==> config.mk <==
export PLATFORM = sky130hd
export DESIGN_NAME = txdesc_poll_engine
export DESIGN_NICKNAME = d
export VERILOG_FILES = /design/src/rtl/txdp_pkg.sv /design/src/rtl/txdp_ctrl_fsm.sv /design/src/rtl/txdp_addr_gen.sv /design/src/rtl/txdp_status.sv /design/src/rtl/txdesc_poll_engine.sv
export SDC_FILE = /design/constraint.sdc
export NUM_CORES = 1
export LEC_CHECK = 0
export BUFFER_PORTS_ARGS = -buffer_cell sky130_fd_sc_hd__buf_4
export CAP_MARGIN = 40
export CORE_MARGIN = 4
export CORE_UTILIZATION = 50
export CTS_CLUSTER_DIAMETER = 150
export CTS_CLUSTER_SIZE = 40
export DETAILED_ROUTE_END_ITERATION = 10
export PLACE_DENSITY = 0.83
export SYNTH_ARGS = -nofsm -noshare
export SYNTH_HDL_FRONTEND = slang
export SYNTH_HIERARCHICAL = 1
export SYNTH_SLANG_ARGS = --single-unit
==> constraint.sdc <==
create_clock -name clk -period 3 [get_ports clk]
set_clock_uncertainty 0.15 [all_clocks]
set_input_delay 0.3 -clock clk [delete_from_list [all_inputs] [get_ports clk]]
set_output_delay 0.3 -clock clk [all_outputs]
set_load 0.01 [all_outputs]
==> src/rtl/txdp_pkg.sv <==
package txdp_pkg;

    typedef enum logic [1:0] {
        PS_STOP  = 2'd0,
        PS_FETCH = 2'd1,
        PS_XMIT  = 2'd2,
        PS_SUSP  = 2'd3
    } poll_state_e;

    typedef enum logic [1:0] {
        ADV_HOLD = 2'd0,
        ADV_BASE = 2'd1,
        ADV_SEQ  = 2'd2,
        ADV_LINK = 2'd3
    } adv_sel_e;

    typedef struct packed {
        logic own;
        logic err;
        logic ring_end;
        logic chained;
    } desc_flags_t;

    localparam logic [1:0] ENG_STOPPED = 2'd0;
    localparam logic [1:0] ENG_RUNNING = 2'd1;
    localparam logic [1:0] ENG_SUSPEND = 2'd2;

    function automatic logic [1:0] eng_code(input poll_state_e s);
        case (s)
            PS_STOP:  return ENG_STOPPED;
            PS_SUSP:  return ENG_SUSPEND;
            default:  return ENG_RUNNING;
        endcase
    endfunction

    function automatic adv_sel_e pick_step(input desc_flags_t f);
        if (f.chained)       return ADV_LINK;
        else if (f.ring_end) return ADV_BASE;
        else                 return ADV_SEQ;
    endfunction

    function automatic logic fetch_usable(input desc_flags_t f);
        return f.own && !f.err;
    endfunction

endpackage

==> src/rtl/txdp_ctrl_fsm.sv <==
module txdp_ctrl_fsm
    import txdp_pkg::*;
(
    input  logic        clk,
    input  logic        rst,
    input  logic        run_en,
    input  logic        poll_demand,
    input  logic        rd_ack,
    input  desc_flags_t flags,
    input  logic        xfer_done,
    output poll_state_e state,
    output logic        rd_req,
    output logic        xfer_req,
    output logic        start_load,
    output logic        capture,
    output logic        advance,
    output logic        susp_set
);

    poll_state_e state_q, state_d;

    always_comb begin
        state_d    = state_q;
        start_load = 1'b0;
        capture    = 1'b0;
        advance    = 1'b0;
        susp_set   = 1'b0;
        case (state_q)
            PS_STOP: begin
                if (run_en) begin
                    state_d    = PS_FETCH;
                    start_load = 1'b1;
                end
            end
            PS_FETCH: begin
                if (rd_ack) begin
                    if (!run_en) begin
                        state_d = PS_STOP;
                    end else if (!fetch_usable(flags)) begin
                        state_d  = PS_SUSP;
                        susp_set = 1'b1;
                    end else begin
                        state_d = PS_XMIT;
                        capture = 1'b1;
                    end
                end
            end
            PS_XMIT: begin
                if (xfer_done) begin
                    advance = 1'b1;
                    state_d = run_en ? PS_FETCH : PS_STOP;
                end
            end
            PS_SUSP: begin
                if (!run_en)          state_d = PS_STOP;
                else if (poll_demand) state_d = PS_FETCH;
            end
            default: state_d = PS_STOP;
        endcase
    end

    always_ff @(posedge clk) begin
        if (rst) state_q <= PS_STOP;
        else     state_q <= state_d;
    end

    assign state    = state_q;
    assign rd_req   = (state_q == PS_FETCH);
    assign xfer_req = (state_q == PS_XMIT);

    AST_REQ_HOLD: assert property (@(posedge clk) disable iff (rst)
        (rd_req && !rd_ack) |=> rd_req) else $error("read request dropped early");

    AST_NO_XFER_UNOWNED: assert property (@(posedge clk) disable iff (rst)
        (rd_req && rd_ack && !flags.own) |=> !xfer_req) else $error("unowned descriptor sent");

endmodule

==> src/rtl/txdp_addr_gen.sv <==
module txdp_addr_gen
    import txdp_pkg::*;
#(
    parameter int AW         = 32,
    parameter int DESC_BYTES = 16
) (
    input  logic          clk,
    input  logic          rst,
    input  logic [AW-1:0] list_base,
    input  logic          start_load,
    input  logic          capture,
    input  logic          advance,
    input  desc_flags_t   flags,
    input  logic [AW-1:0] next_ptr,
    output logic [AW-1:0] cur_addr
);

    localparam logic [AW-1:0] STEP = AW'(DESC_BYTES);

    logic [AW-1:0] cur_q;
    logic [AW-1:0] link_q;
    adv_sel_e      sel_q;
    logic [AW-1:0] stepped;

    always_comb begin
        case (sel_q)
            ADV_LINK: stepped = link_q;
            ADV_BASE: stepped = list_base;
            ADV_SEQ:  stepped = cur_q + STEP;
            default:  stepped = cur_q;
        endcase
    end

    always_ff @(posedge clk) begin
        if (rst) begin
            cur_q  <= '0;
            link_q <= '0;
            sel_q  <= ADV_HOLD;
        end else begin
            if (capture) begin
                link_q <= next_ptr;
                sel_q  <= pick_step(flags);
            end
            if (start_load)   cur_q <= list_base;
            else if (advance) cur_q <= stepped;
        end
    end

    assign cur_addr = cur_q;

endmodule

==> src/rtl/txdp_status.sv <==
module txdp_status (
    input  logic clk,
    input  logic rst,
    input  logic set_tbu,
    input  logic clr_tbu,
    output logic st_tbu,
    output logic st_nis
);

    logic tbu_q;

    always_ff @(posedge clk) begin
        if (rst)          tbu_q <= 1'b0;
        else if (set_tbu) tbu_q <= 1'b1;
        else if (clr_tbu) tbu_q <= 1'b0;
    end

    assign st_tbu = tbu_q;
    assign st_nis = |{tbu_q};

    AST_TBU_STICKY: assert property (@(posedge clk) disable iff (rst)
        (st_tbu && !clr_tbu) |=> st_tbu) else $error("status lost without clear");

endmodule

==> src/rtl/txdesc_poll_engine.sv <==
module txdesc_poll_engine
    import txdp_pkg::*;
#(
    parameter int AW         = 32,
    parameter int DESC_BYTES = 16
) (
    input  logic          clk,
    input  logic          rst,
    input  logic          run_en,
    input  logic          poll_demand,
    input  logic [AW-1:0] list_base,
    output logic          rd_req,
    output logic [AW-1:0] rd_addr,
    input  logic          rd_ack,
    input  logic          rd_own,
    input  logic          rd_err,
    input  logic          rd_ring_end,
    input  logic          rd_chained,
    input  logic [AW-1:0] rd_next,
    output logic          xfer_req,
    input  logic          xfer_done,
    output logic [AW-1:0] cur_addr,
    output logic [1:0]    eng_state,
    output logic          st_tbu,
    output logic          st_nis,
    input  logic          clr_tbu
);

    desc_flags_t flags;
    poll_state_e state;
    logic start_load, capture, advance, susp_set;

    assign flags = '{own: rd_own, err: rd_err, ring_end: rd_ring_end, chained: rd_chained};

    txdp_ctrl_fsm u_fsm (
        .clk        (clk),
        .rst        (rst),
        .run_en     (run_en),
        .poll_demand(poll_demand),
        .rd_ack     (rd_ack),
        .flags      (flags),
        .xfer_done  (xfer_done),
        .state      (state),
        .rd_req     (rd_req),
        .xfer_req   (xfer_req),
        .start_load (start_load),
        .capture    (capture),
        .advance    (advance),
        .susp_set   (susp_set)
    );

    txdp_addr_gen #(.AW(AW), .DESC_BYTES(DESC_BYTES)) u_addr (
        .clk       (clk),
        .rst       (rst),
        .list_base (list_base),
        .start_load(start_load),
        .capture   (capture),
        .advance   (advance),
        .flags     (flags),
        .next_ptr  (rd_next),
        .cur_addr  (cur_addr)
    );

    txdp_status u_stat (
        .clk    (clk),
        .rst    (rst),
        .set_tbu(susp_set),
        .clr_tbu(clr_tbu),
        .st_tbu (st_tbu),
        .st_nis (st_nis)
    );

    assign rd_addr   = cur_addr;
    assign eng_state = eng_code(state);

    AST_START_AT_BASE: assert property (@(posedge clk) disable iff (rst)
        ($rose(rd_req) && $past(eng_state) == ENG_STOPPED) |-> rd_addr == $past(list_base))
        else $error("first fetch not at base");

    AST_ADDR_STABLE_FETCH: assert property (@(posedge clk) disable iff (rst)
        (rd_req && !rd_ack) |=> $stable(rd_addr)) else $error("fetch address moved");

    AST_XFER_HOLD: assert property (@(posedge clk) disable iff (rst)
        (xfer_req && !xfer_done) |=> (xfer_req && $stable(cur_addr))) else $error("frame request dropped");

    AST_SUSP_SETS_TBU: assert property (@(posedge clk) disable iff (rst)
        (eng_state == ENG_SUSPEND && $past(eng_state) != ENG_SUSPEND) |-> st_tbu)
        else $error("suspended without status");

endmodule

==> impl_results.md, run 1 <==
- Synthesized area: 0.00407 mm^2
- Sequential fraction of the synthesis area: 0.339
- Pwr/cell area: 447 mW/mm^2
- Drt initial violations: 562
- Max cap viols: 0
- Area grow syn2layout: 29.0%
- H-tree depth: 3
- Final Wtd Congestion: 0.891
- Number of port buffers: 144
- TritonCTS clock tree: done
- Period utilization: 0.924
- Total power draw: 2.35 mW
- Syn avg cell area: 8.20 um^2
- Setup bufs post-CTS: 0
- Hold/Removal Path Class: input port to flop
- RSZ-0062 raised after global routing: false
- Pre-CTS WS: 340 ps
- CTS clk-pin slew, worst paths: 80 ps
- Post-synth ARST share: 0
- Detailed Routing Iterations Pass 1: 5
- Initial antenna violation count: 0
- Mapped Cells: 497
- Compound-gate portion of the synthesized area: 0.237
- Layout Nets: 681
- Final Hold Fails: 0
- Worst-Skew Late Latency: 340 ps
- Flop pwr share: 0.430
- TritonCTS Buffers: 9
- CTS sink cnt: 69
- Vias in the first global route: 4137
- Layout fillers: 644
- Post-synthesis mux area share: 0.0835
- First-pass GRT wire length: 20.8 mm
- Xor/xnor cell area share of the yosys netlist: 0.00215
- Critical path arrival: 2910 ps
- Post-synth top area cell: dfxtp_1
- Vias: 4450
- Largest net degree at the start of global routing: 58
- Die width: 98.3 um
- Post-synthesis simple-gate area fraction: 0.218
- Most frequent cells in the layout: buf_4 (158), nor2_1 (71), dfxtp_1 (69)
- Share of the synthesized area in the top cell type: 0.339
- Congestion Overflow GR: 0
- Outcome: completed
- Worst Path Max Fanout: 25
- Worst stage delay on the critical path: 760 ps
- Fin Setup TNS: 0 ps
- Worst setup margin: 228 ps
- Leakage power: 2.15 nW
- Synth warnings: 6
- WP data required: 3130 ps
- Post-synth cell types: 63
- Internal: 1.70 mW
- Syn Nets: 577
- Largest family of logic cells by synthesized area: compound AO/OA/AOI/OAI gates
- Post-synth EDFFs: 0
- Relative slew slack: 0.389
- Antenna Cells: 0
- Combinational fraction of design power: 0.196
- GR Util All Layers: 0.262
- Placed cell area: 0.00502 mm^2
- Dominant cells by area after synthesis: dfxtp_1 (34%), mux2i_1 (8.4%), nor2_1 (6.6%)
- Post-Synth Adder-Cell Area: 0.0154
- Initial Utilization: 0.522
- Core ar.: 0.00781 mm^2
- Final Instance Area: 0.00526 mm^2
- Total wire length: 13.3 mm
- Setup-failing EPs final: 0
- Antenna Nets Post-Route: 0
- Switching pwr: 0.652 mW
- IO Pins: 145
- Hpwl dp: 9.49 mm
- Std cell rows: 32
- Hold_buf cts: 0
- Worst Max-Slew Pin Slew: 917 ps
- Kind of critical path: flop to flop
- Commonest non-fill, non-tap cell in the layout: buf_4
- Critical-path top delay cell: a21o_1
- Synth Flop Type: dfxtp_1
- Clock group share of total power: 0.374
- Share of cells above drive strength 1: 0.322
- # DRC: 0
- Clock Tree Buf Depth: 2
- Max VDD drop: 0.264 mV
- Average wire per standard cell: 18.7 um
- Die Span Y: 98.3 um
- Post_cts resized: 0
- Worst Setup End Kind: flop
- FMAX: 361 MHz
- Crit-path cells: inv_1 > ha_1 > nand2b_1 > a21o_1 > nor2_1 > or4_1 > nand3_1
- Net Sw Frac: 0.278
- Tmin final: 2770 ps
- Seq cells post-synth: 69
- Max Transition Viols Final: 0
- Die footprint: 0.00966 mm^2
- Startpoint Class: flop
- Worst hold slack: 19.1 ps
- Drt via density: 6.29
- Clock tree root buffer cell: clkbuf_8
[state kept, by name (all words and copies together) (netlist names)]
| signal | count |
|---|---|
| u_fsm/state | 2 |
| u_addr/sel_q | 2 |
| u_addr/link_q | 32 |
| u_stat/st_nis | 1 |
| u_addr/cur_addr | 32 |
[power by group through the flow]
stage               registers (mW)  clock network, mW  logic [mW]
floorplan                     1.03                  0       0.246
global placement              1.03                  0       0.445
detailed placement            1.03                  0       0.454
CTS                           1.01              0.889       0.455
global route                  1.02              0.923       0.492
finish                        1.01              0.879       0.460
[synthesized netlist by cell type (4+ instances only)]
library cell	n
ha_1	5
o21ai_0	27
nor2_1	72
and3_1	4
o211ai_1	5
nand4_1	6
and4_1	4
a21oi_1	21
dfxtp_1	69
buf_4	33
a211oi_1	6
clkbuf_1	20
nand2b_1	7
a31oi_1	4
buf_1	6
nor3_1	19
o22ai_1	6
nand3_1	11
mux2i_1	34
a221oi_1	8
nor4_1	8
nand2_1	22
a22oi_1	8
o21a_1	4
inv_1	11
buf_2	5
a221o_1	10
[logic make-up after synthesis]
| logic type | Yosys count |
|---|---|
| buffers and inverters | 77 |
| multiplexers | 34 |
| flip-flops | 69 |
| AO/OA/AOI/OAI | 135 |
| adder cells (fa/ha/maj) | 5 |
| XOR/XNOR | 1 |
| AND/OR/NAND/NOR | 176 |
[stage by stage]
stage / std cells / utilization
2_1_floorplan: 497 / -
3_5_place_dp: 692 / 0.643
5_1_grt: 708 / 0.673
6_report: 708 / 0.673
4_1_cts: 708 / 0.673
3_3_place_gp: 692 / 0.643
[metal layers]
layer,wire (um),GRT usage,part of all wire
met5,0,0,0
met4,251,0.0998,0.019
met3,1450,0.0571,0.11
met2,6190,0.415,0.47
met1,5360,0.351,0.40
[critical path: cells and delay by family, from the launching register on]
family,cells,cell delay (ps)
compound gates,1,760
fa+ha+maj,1,450
buf+inv,1,60
flops,1,390
simple gates,4,910
[cell type report]
type | instances | area, um^2 | share of cell area
tap | 102 | 128 | 0.0243
clock buffer | 11 | 151 | 0.0288
timing repair buffer | 158 | 1190 | 0.226
sequential | 69 | 1380 | 0.263
inverter | 12 | 45.0 | 0.00857
clock inverter | 5 | 81.3 | 0.0155
multi-input combinational | 351 | 2280 | 0.434
[final timing paths]
| path | start | endpoint | slack, ps | depth (start not counted) |
|---|---|---|---|---|
| setup / recovery | u_addr/sel_q[0] | u_addr/cur_addr[28] | 230 | 7 |
| hold reg to reg | u_addr/link_q[1] | u_addr/link_q[1] | 350 | 2 |
| hold / removal | rd_ring_end | u_addr/sel_q[1] | 20 | 2 |
| setup reg to reg | u_addr/sel_q[0] | u_addr/cur_addr[28] | 230 | 7 |
(Power assumes the default switching activity.)
==> run 2, diff against run 1 <==
--- a/config.mk
+++ b/config.mk
@@ -7,12 +7,13 @@
 export LEC_CHECK = 0
 export BUFFER_PORTS_ARGS = -buffer_cell sky130_fd_sc_hd__buf_4
 export CAP_MARGIN = 40
+export CORE_ASPECT_RATIO = 0.6
 export CORE_MARGIN = 4
-export CORE_UTILIZATION = 50
+export CORE_UTILIZATION = 40
 export CTS_CLUSTER_DIAMETER = 150
 export CTS_CLUSTER_SIZE = 40
 export DETAILED_ROUTE_END_ITERATION = 10
-export PLACE_DENSITY = 0.83
+export PLACE_DENSITY = 0.69
 export SYNTH_ARGS = -nofsm -noshare
 export SYNTH_HDL_FRONTEND = slang
 export SYNTH_HIERARCHICAL = 1
==> run 2 against run 1 <==
  * First-iteration DRC count shrank 9.3%
  * Sequential share of layout area shrank 0.55 points
  * Clock-buffer cell count shrank 1
  * Cell count grew 4.8%
  * Combinational power grew 2%
  * Non-clock buffer count grew 1
  * Via count shrank 0.76%
  * Design area grew 2.1%
  * Largest cell class unchanged
==> impl_results.md, run 2 (synthesis gave the netlist of run 1 again) <==
- IO Pins: 145 (unchanged)
- Crit-path cells: inv_1 > ha_1 > inv_1 > a21o_1 > buf_4 > buf_4 > a22oi_1 > a21oi_1 > o21a_1
- Startpoint Class: flop
- Area grow syn2layout: 31.7%
- Congestion Overflow GR: 0 (unchanged)
- Layout fillers: 958 (+49%)
- Detailed Routing Iterations Pass 1: 6 (+1)
- GR Util All Layers: 0.232 (-0.0300)
- End of the worst hold path: u_addr/sel_q[1]
- Kind of critical path: flop to flop
- Total wire length: 14.2 mm (+7.2%)
- Top delay family on crit path: compound AO/OA/AOI/OAI gates
- Core ar.: 0.00988 mm^2 (+27%)
- Max VDD drop: 0.310 mV (+17%)
- Worst-Skew Late Latency: 330 ps (about the same)
- Grt met3 use: 0.0871 (+0.0300)
- Largest net degree at the start of global routing: 44 (-24%)
- Met1 usage: 0.342 (-0.00931)
- Max cap viols: 0 (unchanged)
- Hold_buf cts: 0 (unchanged)
- FMAX: 375 MHz (+3.9%)
- Die footprint: 0.0119 mm^2 (+23%)
- Worst Max-Slew Pin Slew: 746 ps (-171 ps)
- Antenna Cells: 0 (unchanged)
- Tmin final: 2670 ps (-103 ps)
- Vias in the first global route: 4054 (-2.0%)
- Worst hold slack: 34.2 ps (+15.1 ps)
- Period utilization: 0.890 (-0.0343)
- RSZ-0062 raised after global routing: false
- Setup bufs post-CTS: 0 (unchanged)
- Initial Utilization: 0.412 (-0.109)
- H-tree depth: 3 (unchanged)
- Average wire per standard cell: 19.2 um (+2.3%)
- Fin Setup TNS: 0 ps (unchanged)
- Hpwl dp: 10.5 mm (+10%)
- Pwr/cell area: 472 mW/mm^2 (+5.5%)
- Met2 GRT Util: 0.312 (-0.103)
- Initial antenna violation count: 0 (unchanged)
- Drt initial violations: 510 (-9.3%)
- Most frequent cells in the layout: buf_4 (159), nor2_1 (70), dfxtp_1 (69)
- Critical-path top delay cell: ha_1
- Worst Setup SP: u_addr/sel_q[0]
- Final Hold Fails: 0 (unchanged)
- Relative slew slack: 0.501 (+0.112)
- Reg2reg path depth: 9 (+2)
- WP data required: 3080 ps (-50 ps)
- CP Buf/Inv Count: 4 (+3)
- Hold/Removal Path Class: input port to flop
- # DRC: 0 (unchanged)
- Max Transition Viols Final: 0 (unchanged)
- Antenna Nets Post-Route: 0 (unchanged)
- Hold path startpoint: rd_ring_end
- Leakage power: 2.18 nW (+1.3%)
- TritonCTS clock tree: done
- Commonest non-fill, non-tap cell in the layout: buf_4
- Outcome: completed
- Std cell rows: 28 (-13%)
- RR Startpoint: u_addr/sel_q[0]
- Final Wtd Congestion: 0.894 (+0.33%)
- Die width: 138 um (+41%)
- Drt via density: 5.95 (-5.3%)
- Hold depth: 2 (unchanged)
- First-pass GRT wire length: 22.1 mm (+6.0%)
- Multi-input gate area: 0.00228 mm^2 (+0.11%)
- CTS sink cnt: 69 (unchanged)
- Reg2reg setup slack: 330 ps (+100 ps)
- Critical path arrival: 2750 ps (-160 ps)
- GR peak layer: met1
- Worst Path Max Fanout: 14 (-44%)
- Reg area: 0.00138 mm^2 (unchanged)
- Vias: 4416 (-0.76%)
- Clock tree root buffer cell: clkbuf_16
- CTS clk-pin slew, worst paths: 60 ps (-20 ps)
- Number of port buffers: 144 (unchanged)
- RR Endpoint: u_addr/cur_addr[7]
- Worst Setup End Kind: flop
- Clock Tree Buf Depth: 2 (unchanged)
- Setup-failing EPs final: 0 (unchanged)
- Worst stage delay on the critical path: 500 ps (-260 ps)
- Post_cts resized: 0 (unchanged)
- TritonCTS Buffers: 9 (unchanged)
- Layout Nets: 682 (+0.15%)
- Share of cells above drive strength 1: 0.323 (+0.00112)
- Layout Utilization: 0.543 (-0.130)
- Die Span Y: 86.2 um (-12%)
## run 2: power breakdown
part	switching [mW]	leakage, nW	internal (mW)
registers	0.0623	0.561	0.953
logic	0.235	1.48	0.232
clock network	0.408	0.138	0.642
total	0.706	2.18	1.83
## run 2: cell type report
cell class,instances,share of cell area
multi-input combinational,351,0.426
sequential,69,0.257
timing repair buffer,159,0.222
clock buffer,10,0.0427
tap,135,0.0315
clock inverter,6,0.0119
inverter,12,0.00839
## run 2: per-layer routing
| layer | vias up | share of wire | wire, um |
|---|---|---|---|
| li1 | 2020 | - | - |
| met1 | 2087 | 0.46 | 6470 |
| met2 | 290 | 0.40 | 5640 |
| met3 | 19 | 0.14 | 1960 |
| met4 | 0 | 0.010 | 149 |
| met5 | - | 0 | 0 |
## run 2: worst register-to-register path, cell delays in order (launching register included)
cell and delay, ps:
dfxtp_1 390, inv_1 70, ha_1 500, inv_1 130, a21o_1 340, buf_4 280, buf_4 170, a22oi_1 250
a21oi_1 100, o21a_1 170
## run 2: worst max path at each step
stage / slack (ps) / depth (start not counted) / end
finish: 330 / 9 / u_addr/cur_addr[7]
global placement: 520 / 8 / u_addr/cur_addr[23]
CTS: 380 / 9 / u_addr/cur_addr[7]
global route: 140 / 9 / u_addr/cur_addr[7]
detailed placement: 390 / 9 / u_addr/cur_addr[7]
floorplan: 640 / 7 / u_addr/cur_addr[26]
## run 2: stage by stage
| stage | cell area [um^2] | total power, mW | instances | setup WS (ps) |
|---|---|---|---|---|
| after floorplan | 4070 | 1.27 | 497 | 638 |
| after global placement | 5070 | 1.48 | 726 | 518 |
| after detailed placement | 5070 | 1.50 | 726 | 387 |
| after CTS | 5370 | 2.55 | 742 | 377 |
| after global routing | 5370 | 2.63 | 742 | 144 |
| final | 5370 | 2.53 | 742 | 331 |
==> run 3, diff against run 2 <==
--- a/config.mk
+++ b/config.mk
@@ -5,7 +5,7 @@
 export SDC_FILE = /design/constraint.sdc
 export NUM_CORES = 1
 export LEC_CHECK = 0
-export BUFFER_PORTS_ARGS = -buffer_cell sky130_fd_sc_hd__buf_4
+export BUFFER_PORTS_ARGS = -buffer_cell sky130_fd_sc_hd__buf_2
 export CAP_MARGIN = 40
 export CORE_ASPECT_RATIO = 0.6
 export CORE_MARGIN = 4
==> run 3 against run 2 <==
  * Critical path depth decreased by 1
  * Die area unchanged
  * Global-route usage decreased by 0.36 points
  * Design area decreased by 7.0%
  * Maximum frequency about the same
  * Register-to-register slack about the same
  * Clock power about the same
  * Clock-buffer cell count unchanged
  * Non-clock buffer count decreased by 3
  * Cell count decreased by 0.40%
  * First-iteration DRC count decreased by 11%
==> impl_results.md, run 3 (synthesis gave the netlist of run 1 again) <==
- Worst Setup End Kind: flop
- Period utilization: 0.889 (about the same)
- Commonest non-fill, non-tap cell in the layout: buf_2
- Placed Cells: 723 (-0.41%)
- Tmin final: 2670 ps (-2.59 ps)
- FMAX: 375 MHz (about the same)
- Critical-path top delay cell: ha_1
- CTS sink cnt: 69 (unchanged)
- Die width: 138 um (unchanged)
- H-tree depth: 3 (unchanged)
- Worst-Skew Late Latency: 340 ps (about the same)
- Most frequent cells in the layout: buf_2 (144), nor2_1 (70), dfxtp_1 (69)
- Initial Utilization: 0.412 (unchanged)
- Worst hold slack: 29.3 ps (-4.88 ps)
- Final Wtd Congestion: 0.891 (-0.39%)
- Worst setup margin: 334 ps (+2.59 ps)
- Share of cells above drive strength 1: 0.320 (-0.00336)
- Drt via density: 5.83 (-2.0%)
- Hold/Removal Path Class: input port to flop
- Drt initial violations: 452 (-11%)
- Congestion Overflow GR: 0 (unchanged)
- Total power draw: 2.49 mW (-1.8%)
- Relative slew slack: 0.508 (+0.00717)
- Startpoint Class: flop
- Setup bufs post-CTS: 0 (unchanged)
- Layout Cells excl Fill: 739 (-0.40%)
- CTS clk-pin slew, worst paths: 60 ps (about the same)
- Post_cts resized: 0 (unchanged)
- Number of port buffers: 144 (unchanged)
- Leakage power: 2.10 nW (-3.5%)
- Average wire per standard cell: 18.7 um (-2.4%)
- Setup-failing EPs final: 0 (unchanged)
- RSZ-0062 raised after global routing: false
- Layout Nets: 679 (-0.44%)
- IO Pins: 145 (unchanged)
- WP data required: 3070 ps (about the same)
- Fin Setup TNS: 0 ps (unchanged)
- Largest net degree at the start of global routing: 48 (+9.1%)
- Detailed Routing Iterations Pass 1: 5 (-1)
- Kind of critical path: flop to flop
- Antenna Nets Post-Route: 0 (unchanged)
- Worst stage delay on the critical path: 500 ps (about the same)
- Antenna Cells: 0 (unchanged)
- Crit-path cells: inv_1 > ha_1 > inv_1 > a21o_1 > buf_4 > a221oi_1 > nor3_1 > a311o_1
- Total wire length: 13.8 mm (-2.8%)
- Max VDD drop: 0.277 mV (-10%)
- TritonCTS Buffers: 9 (unchanged)
- Pre-CTS WS: 372 ps (-15.5 ps)
- Vias: 4311 (-2.4%)
- Core ar.: 0.00988 mm^2 (unchanged)
- Std cell rows: 28 (unchanged)
- # DRC: 0 (unchanged)
- Clock tree root buffer cell: clkbuf_16
- Outcome: completed
- GR Util All Layers: 0.229 (-0.00359)
- Max Transition Viols Final: 0 (unchanged)
- Worst Max-Slew Pin Slew: 736 ps (-10.7 ps)
- Critical path arrival: 2740 ps (about the same)
- Pwr/cell area: 499 mW/mm^2 (+5.6%)
- Final Hold Fails: 0 (unchanged)
- Die Span Y: 86.2 um (unchanged)
- Hpwl dp: 10.3 mm (-1.2%)
- TritonCTS clock tree: done
- Area grow syn2layout: 22.5%
- Die footprint: 0.0119 mm^2 (unchanged)
- Clock Tree Buf Depth: 2 (unchanged)
- CP dominant cell by count: inv_1
- Max cap viols: 0 (unchanged)
- Initial antenna violation count: 0 (unchanged)
- First-pass GRT wire length: 21.7 mm (-1.6%)
- Hold_buf cts: 0 (unchanged)
- Worst Path Max Fanout: 13 (-1)
- Vias in the first global route: 4035 (-0.47%)
[run 3: cell types whose count changed in the layout (fill, tap and decap cells not counted), sizes merged]
| cell | delta |
|---|---|
| inv | +2 |
| buf | -3 |
| clkinvlp | -2 |
[run 3: final timing paths]
path,slack [ps],start,endpoint,cells past startpoint
worst max-delay path,330,u_addr/sel_q[0],u_addr/cur_addr[31],8
worst min-delay path,30,rd_ring_end,u_addr/sel_q[1],2
worst max register to register,330,u_addr/sel_q[0],u_addr/cur_addr[31],8
worst min register to register,360,u_addr/link_q[1],u_addr/link_q[1],2
[run 3: per-layer routing]
metal,part of all wire,GRT usage,vias to the layer above
met5,0,0,-
met4,0.0087,0.0601,0
met3,0.13,0.0970,14
met2,0.39,0.306,276
met1,0.47,0.334,1997
li1,-,-,2024
[run 3: worst max-delay path: cells and delay by family (launching register included)]
family,cells,cell delay (ps)
DFF,1,390
AOI/OAI and AO/OA,3,980
buffers and inverters,3,440
and+or+nand+nor,1,90
adders and majority gates,1,500
[run 3: report_power, final]
group | internal, mW | switching (mW) | leakage [nW]
clock | 0.651 | 0.425 | 0.147
sequential | 0.953 | 0.0617 | 0.561
combinational | 0.169 | 0.228 | 1.39
total | 1.77 | 0.715 | 2.10
[run 3: final cells by class]
| class | count | area [um^2] |
|---|---|---|
| multi-input cells | 351 | 2280 |
| clock inverters | 6 | 70.1 |
| well taps | 135 | 169 |
| flip-flops and latches | 69 | 1380 |
| repair buffers | 156 | 811 |
| fillers | 1012 | 4890 |
| clock buffers | 10 | 229 |
| inverters | 12 | 45.0 |
[run 3: through the flow]
step,util,instance area [um^2]
2_1_floorplan,-,4070
3_3_place_gp,0.475,4690
3_5_place_dp,0.475,4690
4_1_cts,0.505,4990
5_1_grt,0.505,4990
6_report,0.505,4990
